$ cat config.mk
export PLATFORM = sky130hd
export DESIGN_NAME = dau_top
export DESIGN_NICKNAME = d
export VERILOG_FILES = /design/src/rtl/dau_pkg.sv /design/src/rtl/dau_ptr_reg.sv /design/src/rtl/dau_agen.sv /design/src/rtl/dau_top.sv
export SDC_FILE = /design/constraint.sdc
export NUM_CORES = 1
export LEC_CHECK = 0
export BUFFER_PORTS_ARGS = -buffer_cell sky130_fd_sc_hd__buf_4
export CAP_MARGIN = 20
export CORE_MARGIN = 2
export CORE_UTILIZATION = 55
export DETAILED_ROUTE_END_ITERATION = 8
export PLACE_DENSITY = 0.76
export SYNTH_ARGS = -nofsm -noshare
export SYNTH_HDL_FRONTEND = slang
export SYNTH_SLANG_ARGS = --single-unit
$ cat constraint.sdc
create_clock -name clk -period 17.8 [get_ports clk]
set_input_delay 4.45 -clock clk [delete_from_list [all_inputs] [get_ports clk]]
set_output_delay 4.45 -clock clk [all_outputs]
set_load 0.05 [all_outputs]
$ cat src/rtl/dau_pkg.sv
package dau_pkg;

    localparam int ADDR_W = 16;
    localparam int OFFS_W = 8;
    localparam int NUM_DP = 2;
    localparam int NUM_LD = NUM_DP + 2;

    typedef enum logic [1:0] {
        SEL_DPA   = 2'd0,
        SEL_DPB   = 2'd1,
        SEL_FRAME = 2'd2,
        SEL_IDLE  = 2'd3
    } ptr_sel_e;

    typedef enum logic [1:0] {
        MOD_NONE = 2'd0,
        MOD_INC  = 2'd1,
        MOD_DEC  = 2'd2,
        MOD_RSVD = 2'd3
    } mod_e;

    typedef struct packed {
        logic     valid;
        ptr_sel_e sel;
        logic     write;
        mod_e     mod;
    } acc_req_t;

    function automatic logic mod_active(mod_e m);
        return (m == MOD_INC) || (m == MOD_DEC);
    endfunction

endpackage

$ cat src/rtl/dau_ptr_reg.sv
module dau_ptr_reg #(
    parameter int W = 16
) (
    input  logic         clk,
    input  logic         rst,
    input  logic         ld_en,
    input  logic [W-1:0] ld_data,
    input  logic         mod_en,
    input  logic         up,
    output logic [W-1:0] q,
    output logic [W-1:0] step
);
    localparam logic [W-1:0] ONE = W'(1);

    assign step = up ? q + ONE : q - ONE;

    always_ff @(posedge clk) begin
        if (rst)         q <= '0;
        else if (ld_en)  q <= ld_data;
        else if (mod_en) q <= step;
    end


    ld_win_chk: assert property (@(posedge clk) disable iff (rst)
        ld_en |=> q == $past(ld_data));


    inc_wrap_chk: assert property (@(posedge clk) disable iff (rst)
        (!ld_en && mod_en && up) |=> q == W'($past(q) + ONE));


    dec_wrap_chk: assert property (@(posedge clk) disable iff (rst)
        (!ld_en && mod_en && !up) |=> q == W'($past(q) - ONE));


    hold_chk: assert property (@(posedge clk) disable iff (rst)
        (!ld_en && !mod_en) |=> $stable(q));

endmodule

$ cat src/rtl/dau_agen.sv
module dau_agen
    import dau_pkg::*;
#(
    parameter int AW = 16,
    parameter int OW = 8
) (
    input  acc_req_t                  req,
    input  logic [NUM_DP-1:0][AW-1:0] dp_q,
    input  logic [NUM_DP-1:0][AW-1:0] dp_step,
    input  logic [AW-1:0]             base,
    input  logic [OW-1:0]             offs_q,
    input  logic [OW-1:0]             offs_step,
    output logic [AW-1:0]             addr
);
    logic          pre_mod;
    logic [OW-1:0] offs_use;

    assign pre_mod  = req.write && mod_active(req.mod);
    assign offs_use = pre_mod ? offs_step : offs_q;

    always_comb begin
        addr = '0;
        if (req.valid) begin
            unique case (req.sel)
                SEL_DPA:   addr = pre_mod ? dp_step[0] : dp_q[0];
                SEL_DPB:   addr = pre_mod ? dp_step[1] : dp_q[1];
                SEL_FRAME: addr = base + AW'(offs_use);
                default:   addr = '0;
            endcase
        end
    end

endmodule

$ cat src/rtl/dau_top.sv
module dau_top
    import dau_pkg::*;
#(
    parameter int AW = dau_pkg::ADDR_W,
    parameter int OW = dau_pkg::OFFS_W
) (
    input  logic              clk,
    input  logic              rst,
    input  logic              acc_valid,
    input  logic [1:0]        acc_sel,
    input  logic              acc_write,
    input  logic [1:0]        acc_mod,
    input  logic [NUM_LD-1:0] ld_en,
    input  logic [AW-1:0]     ld_data,
    output logic [AW-1:0]     eff_addr,
    output logic [AW-1:0]     rd_dp_a,
    output logic [AW-1:0]     rd_dp_b,
    output logic [AW-1:0]     rd_base,
    output logic [OW-1:0]     rd_offs
);
    localparam int LD_BASE = NUM_DP;
    localparam int LD_OFFS = NUM_DP + 1;

    acc_req_t                  req;
    logic                      mod_go;
    logic                      up;
    logic [NUM_DP-1:0][AW-1:0] dp_q;
    logic [NUM_DP-1:0][AW-1:0] dp_step;
    logic [AW-1:0]             base_q;
    logic [OW-1:0]             offs_q;
    logic [OW-1:0]             offs_step;

    assign req    = '{valid: acc_valid, sel: ptr_sel_e'(acc_sel),
                      write: acc_write, mod: mod_e'(acc_mod)};
    assign mod_go = req.valid && mod_active(req.mod);
    assign up     = (req.mod == MOD_INC);

    for (genvar i = 0; i < NUM_DP; i++) begin : g_dp
        dau_ptr_reg #(.W(AW)) u_dp (
            .clk     (clk),
            .rst     (rst),
            .ld_en   (ld_en[i]),
            .ld_data (ld_data),
            .mod_en  (mod_go && (req.sel == ptr_sel_e'(i))),
            .up      (up),
            .q       (dp_q[i]),
            .step    (dp_step[i])
        );
    end

    dau_ptr_reg #(.W(OW)) u_offs (
        .clk     (clk),
        .rst     (rst),
        .ld_en   (ld_en[LD_OFFS]),
        .ld_data (ld_data[OW-1:0]),
        .mod_en  (mod_go && (req.sel == SEL_FRAME)),
        .up      (up),
        .q       (offs_q),
        .step    (offs_step)
    );

    always_ff @(posedge clk) begin
        if (rst)                 base_q <= '0;
        else if (ld_en[LD_BASE]) base_q <= ld_data;
    end

    dau_agen #(.AW(AW), .OW(OW)) u_agen (
        .req       (req),
        .dp_q      (dp_q),
        .dp_step   (dp_step),
        .base      (base_q),
        .offs_q    (offs_q),
        .offs_step (offs_step),
        .addr      (eff_addr)
    );

    assign rd_dp_a = dp_q[0];
    assign rd_dp_b = dp_q[1];
    assign rd_base = base_q;
    assign rd_offs = offs_q;


    reset_clear_chk: assert property (@(posedge clk)
        rst |=> (rd_dp_a == '0 && rd_dp_b == '0 && rd_base == '0 && rd_offs == '0));


    read_addr_chk: assert property (@(posedge clk) disable iff (rst)
        (acc_valid && !acc_write && acc_sel == 2'd0) |-> eff_addr == rd_dp_a);


    write_lands_chk: assert property (@(posedge clk) disable iff (rst)
        (acc_valid && acc_write && acc_sel == 2'd1 && acc_mod inside {2'd1, 2'd2} && !ld_en[1])
        |=> rd_dp_b == $past(eff_addr));


    base_fixed_chk: assert property (@(posedge clk) disable iff (rst)
        !ld_en[LD_BASE] |=> $stable(rd_base));


    idle_addr_chk: assert property (@(posedge clk) disable iff (rst)
        (!acc_valid || acc_sel == 2'd3) |-> eff_addr == '0);

endmodule

Yosys cells after proc, flatten, opt, wreduce, memory -nomap -nowiden. Cells that the tools add are included.

Register bits after elaboration: 56. Bits of input ports: 28.

Muxes and demuxes: 14. Reduce and logical (&&, ||, !) cells: 10. Eq/ne operators: 4. Add/subtract/negate cells: 7.

Operators by type and width (number): $mux 16 (9); $pmux 16 s3 (1); $add 16x1->16 const B (2); $mux 8 (4); $sub 16x1->16 const B (2); $add 16x8->16 (1); $add 8x1->8 const B (1); $sub 8x1->8 const B (1); $reduce_bool 2->1 (3); $logic_and 1x1->1 (5); $eq 2x1->1 const B (2); $eq 2x2->1 const B (2); $logic_not 2->1 (1); $logic_or 1x1->1 (1).

Depth between registers and ports, before layout. Gate-level depths: netlist of run 1.

Depth in word-level cells: 7. Mapped depth: 20. Gate-level depth less buffers: 19.

Cells and area by module. A second synthesis of run 1 with hierarchy kept.

Cells, all modules: 682. Area total of the unflattened synthesis: 5699.2 µm².

By module, submodules not included: dau_ptr_reg (g_dp[1].u_dp) (cells an instance 196, area an instance 1544.0 µm², instances 1, sequential area each 320.3 µm²); dau_ptr_reg (g_dp[0].u_dp) (cells an instance 195, area an instance 1498.9 µm², instances 1, sequential area each 320.3 µm²); dau_agen (cells an instance 145, area an instance 1285.0 µm², instances 1, sequential area each 0.0 µm²); dau_ptr_reg (u_offs) (cells an instance 89, area an instance 745.7 µm², instances 1, sequential area each 160.2 µm²); dau_top (cells an instance 57, area an instance 625.6 µm², instances 1, sequential area each 320.3 µm²).

Worst setup path before layout of run 1. Ideal clock, no wire load.

Path type: input -> output. Start: input port acc_mod[1]. End: output port eff_addr[12]. Stages: 20. Setup slack: 4.116 ns. Data required time: 13.350 ns. Arrival: 9.234 ns. Path through: inv_1 ha_1 buf_2 inv_1 ha_1 a21oi_1 nand2_1 a311o_1 a21o_1 a21oi_1 xnor2_1 o21ai_0 ha_1 clkbuf_1 a2111oi_0 a21oi_1 nand3_1 xnor2_1 a221oi_1 a21oi_1.

Cells in the longest elaborated chain, start to end: 7. Elaborated cells on any way between the ends: 13. Those cells by class: add/sub (1); eq/ne (2); mux (8); reduce/logical (2).

Ends and longest elaborated chain: start: declaration (RTL line dau_top.sv:12) `input logic [1:0] acc_mod,`; $eq 2x1->1 / $eq 2x2->1 (equally long branches) (RTL line dau_pkg.sv:30, dau_top.sv:36); $logic_or 1x1->1 (RTL line dau_pkg.sv:30) `return (m == MOD_INC) || (m == MOD_DEC);`; $logic_and 1x1->1 (RTL line dau_agen.sv:18) `assign pre_mod = req.write && mod_active(req.mod);`; $mux 8 (RTL line dau_agen.sv:19) `assign offs_use = pre_mod ? offs_step : offs_q;`; $add 16x8->16 (RTL line dau_agen.sv:27) `SEL_FRAME: addr = base + AW'(offs_use);`; $pmux 16 s3 * (RTL line dau_agen.sv:24) `unique case (req.sel)`; $mux 16 * (RTL line dau_agen.sv:23) `if (req.valid) begin`; end: declaration (RTL line dau_top.sv:15) `output logic [AW-1:0] eff_addr,`.

Mark *: on every way between the ends. The rest lies on a longest branch, timed or not.

Worst setup path after layout of run 1. Ends and elaborated chain as after synthesis.

==> flow_metrics.tcl, run 1 <==
set metrics [dict create \
    gr-total-overflow 0 \
    drt_first_iter_violations 510 \
    htree_levels 2 \
    synth_cell_types 73 \
    wire_per_inst_um 20.30 \
    post-route-cell-area_sq_mm 0.006450 \
    ant_nets 0 \
    firstDrtPassIters 5 \
    grt_pass1_vias 5737 \
    cts_resized 0 \
    via_per_inst 6.441 \
    synth_warnings 0 \
    finalMaxSlewViolations 0 \
    start_util 0.5664 \
    io_pins 100 \
    ys_seq_area_frac 0.2025 \
    path_max_fanout 14 \
    timing.rr.start "g_dp[1].u_dp.q[0]$_SDFFE_PP0P_" \
    path_class "input pin to output pin" \
    peakVddDrop_uv 51.17 \
    max_slew_margin 0.4464 \
    finalHoldViolCount 0 \
    placed_cells 947 \
    maxCapViolations 0 \
    clk_pin_slew_ns 0.10 \
    hold_slack_ns 0.5504 \
    grt_setup_unrepaired "no" \
    clock_latency_ns 0.34 \
    start_kind "input pin" \
    netlist_area_sq_mm 0.005537 \
    cts-root-buf "clkbuf_8" \
    grt_pass1_wl_mm 30.51 \
    cts_hold_buf 0 \
    fp.dieW_um 104.3 \
    fin_worst_skew_ns 0.01411 \
    final_layout_size_suffix_gt1_frac 0.1606 \
    fin_tns_setup_ns 0 \
    syn_avg_cell_area_sq_um 7.392 \
    setup_violations 0 \
    core_sq_mm 0.009774 \
    synth_edf_count 0 \
    clock_path_buffers 2 \
    antenna_cells 0 \
    rrSetupSlack_ns 15.13 \
    io_buffers 99 \
    hp-class "register to register" \
    cp-end-kind "output pin" \
    synth_seq_cells 56 \
    post_cts_buffers 0 \
    synth_top_flop_cell "dfxtp_1" \
    dp.final_hpwl_mm 14.77 \
    place_area_sq_mm 0.006329 \
    outcome "completed" \
    min_from "rd_base[6]$_SDFFE_PP0P_" \
    vias 6151 \
    grt_max_degree 57 \
    fin_cells 955 \
    drc 0 \
    async_reset_ff_frac 0 \
    globalplace.congestion 0.9217 \
    cts.sinks 56 \
    die-area_sq_mm 0.01088 \
    period_needed_ns 13.92 \
    die_h_um 104.3 \
    syn_to_final_growth_pct 16.50 \
    track_usage 0.3489 \
    cts_made_buffers 5 \
    critPathRequiredTime_ns 13.35 \
    drt-total-wl_mm 19.38 \
    antenna_found_initial 0 \
    worstMarginPinSlew_ns 0.8240 \
    seqCellArea_sq_mm 0.001121 \
    syn_inst 749 \
    cp-startpoint "acc_mod[1]" \
    cts_tree "done" \
    clock.fmax_mhz 71.83 \
    leakage_nw 2.801 \
    fillCellCount 883 \
    multi_input_area_sq_mm 0.004151 \
    min_period_over_period 0.7821 \
    cp.arrival_ns 9.47 \
    synth_fp_nets 827 \
    power_density_mw_per_mm2 73.83 \
    rows 36 \
    final_nets 899 \
]
[routing by layer]
metal	wire length, um	GRT usage	part of all wire	vias to the layer above
li1	-	-	-	2861
met1	8253	0.4735	0.43	2917
met2	8857	0.5551	0.46	333
met3	1731	0.06454	0.089	40
met4	540	0.1187	0.028	0
met5	0	0	0	-
[layout make-up]
type | instances | area share
Clock buffer | 6 | 0.01280
Sequential cell | 56 | 0.1738
Inverter | 29 | 0.01688
Tap cell | 133 | 0.02580
Timing Repair Buffer | 104 | 0.1210
Clock inverter | 2 | 0.006014
Multi-Input combinational cell | 625 | 0.6436
[power breakdown]
part	total [mW]	internal (mW)	switching, mW	leakage (nW)
Clock	0.0929	0.0461	0.0467	0.0614
Combinational	0.238	0.0838	0.154	2.28
Sequential	0.146	0.134	0.0120	0.463
[cells in the mapped netlist, types with 8 or more instances]
cell / count / area [sq um]
nand2b_1: 12 / 75.07
a21oi_1: 81 / 405.4
nand2_1: 82 / 307.8
mux2i_1: 30 / 300.3
a211oi_1: 14 / 105.1
nor3_1: 8 / 40.04
inv_1: 29 / 108.9
a31oi_1: 12 / 75.07
nor2_1: 86 / 322.8
ha_1: 46 / 575.6
a221oi_1: 15 / 131.4
a21o_1: 13 / 97.59
o21ai_0: 54 / 270.3
nand3_1: 11 / 55.05
xor2_1: 21 / 183.9
clkbuf_1: 29 / 108.9
dfxtp_1: 56 / 1121
xnor2_1: 29 / 254.0
[logic make-up (layout without fill, tap and decap cells)]
family,Yosys count,in the layout,share of synthesized area
AOI/OAI and AO/OA,250,250,0.2895
xor gates and xnor gates,50,50,0.07910
muxes,36,36,0.06644
DFF,56,56,0.2025
adders and majority gates,50,50,0.1184
buffers and inverters,68,141,0.04768
and+or+nand+nor,239,239,0.1964
[sequential cells by signal (all words and copies together), names as in the netlist]
register	flops
g_dp.u_dp.q	32
u_offs.q	8
rd_base	16
[path summary, 6_finish.rpt]
path / end / depth (start not counted)
worst max-delay path: eff_addr[12] / 20
worst min-delay path: rd_base[6]$_SDFFE_PP0P_ / 2
worst max register to register: g_dp[1].u_dp.q[12]$_SDFFE_PP0P_ / 9
worst min register to register: rd_base[6]$_SDFFE_PP0P_ / 2
[worst max-delay path: stages]
cell and delay, ns:
buf_4 0.11, inv_1 0.04, ha_1 0.64, inv_1 0.47
ha_1 0.44, a21oi_1 0.16, nand2_1 0.10, a311o_1 0.40
a21o_1 0.19, a21oi_1 0.18, xnor2_1 0.17, o21ai_0 0.15
ha_1 0.34, a2111oi_0 0.49, a21oi_1 0.23, nand3_1 0.14
xnor2_1 0.20, a221oi_1 0.13, a21oi_1 0.20, buf_4 0.22
[layout by cell type (no fill, tap or decap), types with 8 or more instances in the layout]
| cell | netlist | routed |
|---|---|---|
| nor3_1 | 8 | 8 |
| nand3_1 | 11 | 11 |
| xor2_1 | 21 | 21 |
| a21o_1 | 13 | 13 |
| dfxtp_1 | 56 | 56 |
| nand2_1 | 82 | 82 |
| nand2b_1 | 12 | 12 |
| a221oi_1 | 15 | 15 |
| xnor2_1 | 29 | 29 |
| a211oi_1 | 14 | 14 |
| buf_4 | 0 | 104 |
| a31oi_1 | 12 | 12 |
| inv_1 | 29 | 29 |
| a21oi_1 | 81 | 81 |
| nor2_1 | 86 | 86 |
| ha_1 | 46 | 46 |
| o21ai_0 | 54 | 54 |
| mux2i_1 | 30 | 30 |
[stage by stage]
step	utilization	power [mW]	setup slack, ns
after CTS	0.6599	0.4723	4.025
after global routing	0.6599	0.4990	3.606
after global placement	0.6475	0.3749	4.186
after detailed placement	0.6475	0.3785	4.039
final	0.6599	0.4762	3.878
after floorplan	-	0.3141	4.116
Note: power is estimated with default switching activity, not from simulation.
==> run 2: changes to the inputs <==
--- a/config.mk
+++ b/config.mk
@@ -5,10 +5,11 @@
 export SDC_FILE = /design/constraint.sdc
 export NUM_CORES = 1
 export LEC_CHECK = 0
+export ABC_AREA = 1
 export BUFFER_PORTS_ARGS = -buffer_cell sky130_fd_sc_hd__buf_4
 export CAP_MARGIN = 20
 export CORE_MARGIN = 2
-export CORE_UTILIZATION = 55
+export CORE_UTILIZATION = 53
 export DETAILED_ROUTE_END_ITERATION = 8
 export PLACE_DENSITY = 0.76
 export SYNTH_ARGS = -nofsm -noshare
==> constraint.sdc (replaced) <==
create_clock -name clk -period 12.3 [get_ports clk]
set_input_delay 3.075 -clock clk [delete_from_list [all_inputs] [get_ports clk]]
set_output_delay 3.075 -clock clk [all_outputs]
set_load 0.05 [all_outputs]
==> run 2 against run 1 <==
  * Clock skew decreased by 0.0011 ns
  * Synthesized area increased by 5.7%
  * Power increased by 42%
  * Register-to-register slack got worse by 4.9 ns
  * Highest routed layer unchanged
  * Sequential share of layout area decreased by 0.71 points
  * Clock power increased by 41%
  * Worst hold slack got worse by 0.039 ns
  * Die area increased by 9.4%
  * Final cell count increased by 29%
  * Core utilization decreased by 3.7 points
==> flow_metrics.tcl, run 2 <==
set metrics [dict create \
    drc 0 \
    globalplace.congestion 1.001 \
    clock.fmax_mhz 99.14 \
    syn_avg_cell_area_sq_um 5.785 \
    cp_slowest_cell "ha_1" \
    syn_inst 1012 \
    netlist_area_sq_mm 0.005854 \
    fillCellCount 1131 \
    grt_max_degree 57 \
    firstDrtPassIters 5 \
    wire_per_inst_um 15.89 \
    power.total_mw 0.6756 \
    final_nets 1168 \
    largest_reg_flops 32 \
    drt-total-wl_mm 19.56 \
    slowest_delay_ns 0.46 \
    fin_worst_skew_ns 0.01303 \
    multi_input_area_sq_mm 0.004023 \
    critPathRequiredTime_ns 9.22 \
    grt_setup_unrepaired "no" \
    start_kind "input pin" \
    syn_to_final_growth_pct 14.90 \
    synth_edf_count 0 \
    antenna_found_initial 0 \
    cp-end-kind "output pin" \
    placed_cells 1223 \
    maxCapViolations 0 \
    cts.sinks 56 \
    top_register "g_dp.u_dp.q" \
    htree_levels 2 \
    final_layout_size_suffix_gt1_frac 0.1228 \
    io_pins 100 \
    dp_slack_ns 2.393 \
    worstPathCellList "buf_4, inv_1, ha_1, inv_1, ha_1, nand2_1, o21ai_0, nand2_1, nand2_1, a21oi_1, nand2b_1, nand3_1, o21ai_0, ha_1, a21oi_1, nand3_1, nand2_1, nand2_1, nand2_1, nand3_1, nand3_1, nand2_1, inv_1, buf_4" \
    outcome "completed" \
    yosysTopAreaCell "nand2_1" \
    path_class "input pin to output pin" \
    setup_violations 0 \
    clock_latency_ns 0.35 \
    final_cell_mix "nand2_1 (376), inv_1 (138), buf_4 (100), nor2_1 (83), nand3_1 (75)" \
    cts_resized 0 \
    hold_slack_ns 0.5111 \
    crit_top_cell "nand2_1" \
    leakage_nw 3.643 \
    period_needed_ns 10.09 \
    cts_tree "done" \
    clk_pin_slew_ns 0.11 \
    synth_fp_nets 1090 \
    synth_seq_cells 56 \
    dp.final_hpwl_mm 14.99 \
    max_slew_margin 0.5511 \
    io_buffers 99 \
    fin_tns_setup_ns 0 \
    core_sq_mm 0.01079 \
    finalMaxSlewViolations 0 \
    synth_warnings 0 \
    die_h_um 109.1 \
    seqCellArea_sq_mm 0.001121 \
    fin_ws_ns 2.214 \
    cts_hold_buf 0 \
    die-area_sq_mm 0.01190 \
    cts_made_buffers 5 \
    cp.arrival_ns 7.01 \
    power_density_mw_per_mm2 100.4 \
    gr-total-overflow 0 \
    peakVddDrop_uv 64.00 \
    via_per_inst 5.445 \
    fp.dieW_um 109.1 \
    layout_commonest_cell "nand2_1" \
    grt_pass1_vias 5867 \
    yosys.area.top_type_share 0.2411 \
    synth_commonest_cells "nand2_1 (376), inv_1 (138), nor2_1 (83)" \
    synthTopCellsByArea "nand2_1 (24%), dfxtp_1 (19%), ha_1 (9.8%), inv_1 (8.8%), nand3_1 (6.4%)" \
    cts-root-buf "clkbuf_8" \
    fin_cells 1231 \
    antenna_cells 0 \
    ant_nets 0 \
    path_max_fanout 11 \
    worstMarginPinSlew_ns 0.6726 \
    min_period_over_period 0.8200 \
    drt_first_iter_violations 635 \
    start_util 0.5424 \
    ys_seq_area_frac 0.1915 \
    post_cts_buffers 0 \
    async_reset_ff_frac 0 \
    hp-class "register to register" \
    grt_pass1_wl_mm 30.37 \
    synth_cell_types 40 \
    synth_top_flop_cell "dfxtp_1" \
    yosysMostFrequentCell "nand2_1" \
    vias 6703 \
    finalHoldViolCount 0 \
    track_usage 0.3355 \
    clock_path_buffers 2 \
    rows 38 \
]
## run 2: changes by cell type in the layout (fill, tap and decap cells not counted), moves of 10 or more
| cell | change |
|---|---|
| a21o_1 | -12 |
| a21oi_1 | -28 |
| a221oi_1 | -15 |
| a31oi_1 | +18 |
| inv_1 | +109 |
| mux2i_1 | -30 |
| nand2_1 | +294 |
| nand2b_1 | -11 |
| nand3_1 | +64 |
| o21ai_0 | -22 |
| xnor2_1 | -20 |
| xor2_1 | -10 |
## run 2: metal layers
| metal | routed length (um) | track usage |
|---|---|---|
| met5 | 0 | 0 |
| met1 | 8537 | 0.4751 |
| met2 | 8640 | 0.5257 |
| met3 | 1889 | 0.03646 |
| met4 | 489 | 0.1181 |
## run 2: final cells by class
class,instances,area share
inverter,144,0.08110
sequential,56,0.1667
timing repair buffer,100,0.1116
clock inverter,3,0.006324
clock buffer,5,0.01023
multi-input combinational,783,0.5980
tap,140,0.02604
## run 2: cells by family (layout without fill, tap and decap cells)
| group | after synthesis | after routing | share of synthesized area |
|---|---|---|---|
| compound gates | 139 | 139 | 0.1353 |
| xor+xnor | 20 | 20 | 0.02992 |
| buf+inv | 173 | 252 | 0.1214 |
| flops | 56 | 56 | 0.1915 |
| simple gates | 574 | 574 | 0.4099 |
| fa+ha+maj | 50 | 50 | 0.1120 |
## run 2: worst paths after layout
check | startpoint | to | slack [ns] | cells after the start
max reg2reg | g_dp[1].u_dp.q[0]$_SDFFE_PP0P_ | g_dp[1].u_dp.q[14]$_SDFFE_PP0P_ | 10.22 | 13
max | acc_mod[1] | eff_addr[9] | 2.21 | 24
min | rd_base[2]$_SDFFE_PP0P_ | rd_base[2]$_SDFFE_PP0P_ | 0.51 | 2
min reg2reg | rd_base[2]$_SDFFE_PP0P_ | rd_base[2]$_SDFFE_PP0P_ | 0.51 | 2
## run 2: through the flow
step / utilization / area [sq um]
floorplan: - / 5854
global placement: 0.6129 / 6615
detailed placement: 0.6129 / 6615
CTS: 0.6232 / 6726
global route: 0.6232 / 6726
finish: 0.6232 / 6726
## run 2: critical path, delay by kind of cell
family	cells	cell delay (ns)
adders and majority gates	3	1.28
buffers and inverters	5	0.74
AOI/OAI and AO/OA	4	0.75
and+or+nand+nor	12	1.18
## run 2: power by group
group / switching [mW] / internal [mW]
Sequential: 0.0183 / 0.193
Combinational: 0.226 / 0.106
Clock: 0.0710 / 0.0605
Total: 0.316 / 0.360
==> run 3: changes to the inputs <==
--- a/config.mk
+++ b/config.mk
@@ -9,9 +9,9 @@
 export BUFFER_PORTS_ARGS = -buffer_cell sky130_fd_sc_hd__buf_4
 export CAP_MARGIN = 20
 export CORE_MARGIN = 2
-export CORE_UTILIZATION = 53
+export CORE_UTILIZATION = 55
 export DETAILED_ROUTE_END_ITERATION = 8
-export PLACE_DENSITY = 0.76
+export PLACE_DENSITY = 0.75
 export SYNTH_ARGS = -nofsm -noshare
 export SYNTH_HDL_FRONTEND = slang
 export SYNTH_SLANG_ARGS = --single-unit
==> constraint.sdc (replaced) <==
create_clock -name clk -period 10.46 [get_ports clk]
set_input_delay 2.615 -clock clk [delete_from_list [all_inputs] [get_ports clk]]
set_output_delay 2.615 -clock clk [all_outputs]
set_load 0.05 [all_outputs]
==> run 3 against run 2 <==
  * Sequential power increased by 17%
  * Count of clock-buffer cells in the layout unchanged
  * Critical path depth decreased by 3
  * Largest cell class unchanged
  * Clock power increased by 3%
  * Core utilization is 2.7 points higher
  * Critical path type unchanged
  * Sequential share of layout area about the same
==> flow_metrics.tcl, run 3 (synthesis results as in run 2) <==
set metrics [dict create \
    fin_util 0.6503 \
    grt_max_degree 57 \
    fin_ws_ns 1.339 \
    worstMarginPinSlew_ns 0.6833 \
    clock.fmax_mhz 109.6 \
    rows 37 \
    firstDrtPassIters 5 \
    track_usage 0.3388 \
    globalplace.congestion 0.9577 \
    start_util 0.5671 \
    dp.final_hpwl_mm 14.84 \
    cts_resized 0 \
    start_kind "input pin" \
    antenna_found_initial 0 \
    gr-total-overflow 0 \
    cp.arrival_ns 6.51 \
    outcome "completed" \
    cts.sinks 56 \
    grt_setup_unrepaired "no" \
    vias 6674 \
    cts-root-buf "clkbuf_8" \
    post_cts_buffers 0 \
    htree_levels 2 \
    fin_tns_setup_ns 0 \
    cts_made_buffers 5 \
    fin_worst_skew_ns 0.009690 \
    path_max_fanout 19 \
    via_per_inst 5.435 \
    clk_pin_slew_ns 0.12 \
    finalHoldViolCount 0 \
    ant_nets 0 \
    final_cell_mix "nand2_1 (376), inv_1 (138), buf_4 (101), nor2_1 (83), nand3_1 (75)" \
    final_nets 1169 \
    grt_pass1_wl_mm 30.62 \
    largest_reg_flops 32 \
    die_h_um 107.2 \
    core_sq_mm 0.01032 \
    drt_first_iter_violations 560 \
    dp_slack_ns 1.414 \
    clock_path_buffers 2 \
    antenna_cells 0 \
    syn_to_final_growth_pct 14.68 \
    peakVddDrop_uv 106.0 \
    cts_tree "done" \
    leakage_nw 3.641 \
    maxCapViolations 0 \
    cp-end-kind "output pin" \
    min_period_over_period 0.8720 \
    finalMaxSlewViolations 0 \
    drt-total-wl_mm 19.03 \
    die-area_sq_mm 0.01149 \
    clock_latency_ns 0.34 \
    setup_violations 0 \
    post-route-cell-area_sq_mm 0.006714 \
    power_density_mw_per_mm2 115.0 \
    layout_commonest_cell "nand2_1" \
    drc 0 \
    io_buffers 99 \
    cts_hold_buf 0 \
    fp.dieW_um 107.2 \
    max_slew_margin 0.5439 \
    top_register "g_dp.u_dp.q" \
    place_area_sq_mm 0.006618 \
    power.total_mw 0.7718 \
    io_pins 100 \
    period_needed_ns 9.121 \
    grt_pass1_vias 6007 \
    final_layout_size_suffix_gt1_frac 0.1236 \
    path_class "input pin to output pin" \
    critPathRequiredTime_ns 7.85 \
    wire_per_inst_um 15.50 \
    hp-class "register to register" \
]
[run 3: cell types whose count changed in the layout (fill, tap and decap cells not counted)]
cell / previous run / this run
clkinv_4: 0 / 1
bufinv_16: 1 / 0
clkinv_2: 1 / 0
buf_4: 100 / 101
inv_8: 0 / 1
[run 3: cell type report]
class | count | area, sq um
repair buffers | 101 | 758.2
multi-input cells | 783 | 4023
flip-flops and latches | 56 | 1121
clock buffers | 5 | 68.82
well taps | 136 | 170.2
inverters | 144 | 545.5
clock inverters | 3 | 27.53
fillers | 1095 | 3610
[run 3: power breakdown]
group          total, mW  internal, mW  switching (mW)
sequential         0.249         0.227          0.0213
clock              0.135        0.0495          0.0859
combinational      0.388         0.125           0.263
[run 3: path summary, 6_finish.rpt]
check	start	end	slack, ns	cells past startpoint
setup / recovery	acc_mod[0]	eff_addr[7]	1.34	21
hold / removal	u_offs.q[0]$_SDFFE_PP0P_	u_offs.q[0]$_SDFFE_PP0P_	0.51	2
setup reg to reg	g_dp[1].u_dp.q[0]$_SDFFE_PP0P_	g_dp[1].u_dp.q[6]$_SDFFE_PP0P_	8.39	10
hold reg to reg	u_offs.q[0]$_SDFFE_PP0P_	u_offs.q[0]$_SDFFE_PP0P_	0.51	2
[run 3: metrics by stage]
step	hold slack (ns)	std cells
after floorplan	0.6999	1012
after global placement	0.4996	1220
after detailed placement	0.4998	1220
after CTS	0.5172	1228
after global routing	0.5529	1228
final	0.5134	1228
[run 3: critical path: stages]
cell and delay [ns]:
buf_4 0.11, ha_1 0.19, buf_4 0.19, inv_1 0.50, buf_4 0.38, ha_1 0.32, nand2_1 0.08, nand2_1 0.05
a21oi_1 0.14, nand2b_1 0.16, nand3_1 0.07, o21ai_0 0.15, ha_1 0.34, a21oi_1 0.24, nand3_1 0.22, or2_1 0.26
nand3_1 0.07, nand3_1 0.12, nand2_1 0.08, inv_1 0.04, buf_4 0.18
[run 3: routing by layer]
layer / share of wire / vias up / wire length, um / GRT usage
li1: - / 3400 / - / -
met1: 0.44 / 2979 / 8326 / 0.4535
met2: 0.44 / 255 / 8441 / 0.5402
met3: 0.092 / 40 / 1743 / 0.07295
met4: 0.027 / 0 / 521 / 0.1113
met5: 0 / - / 0 / 0
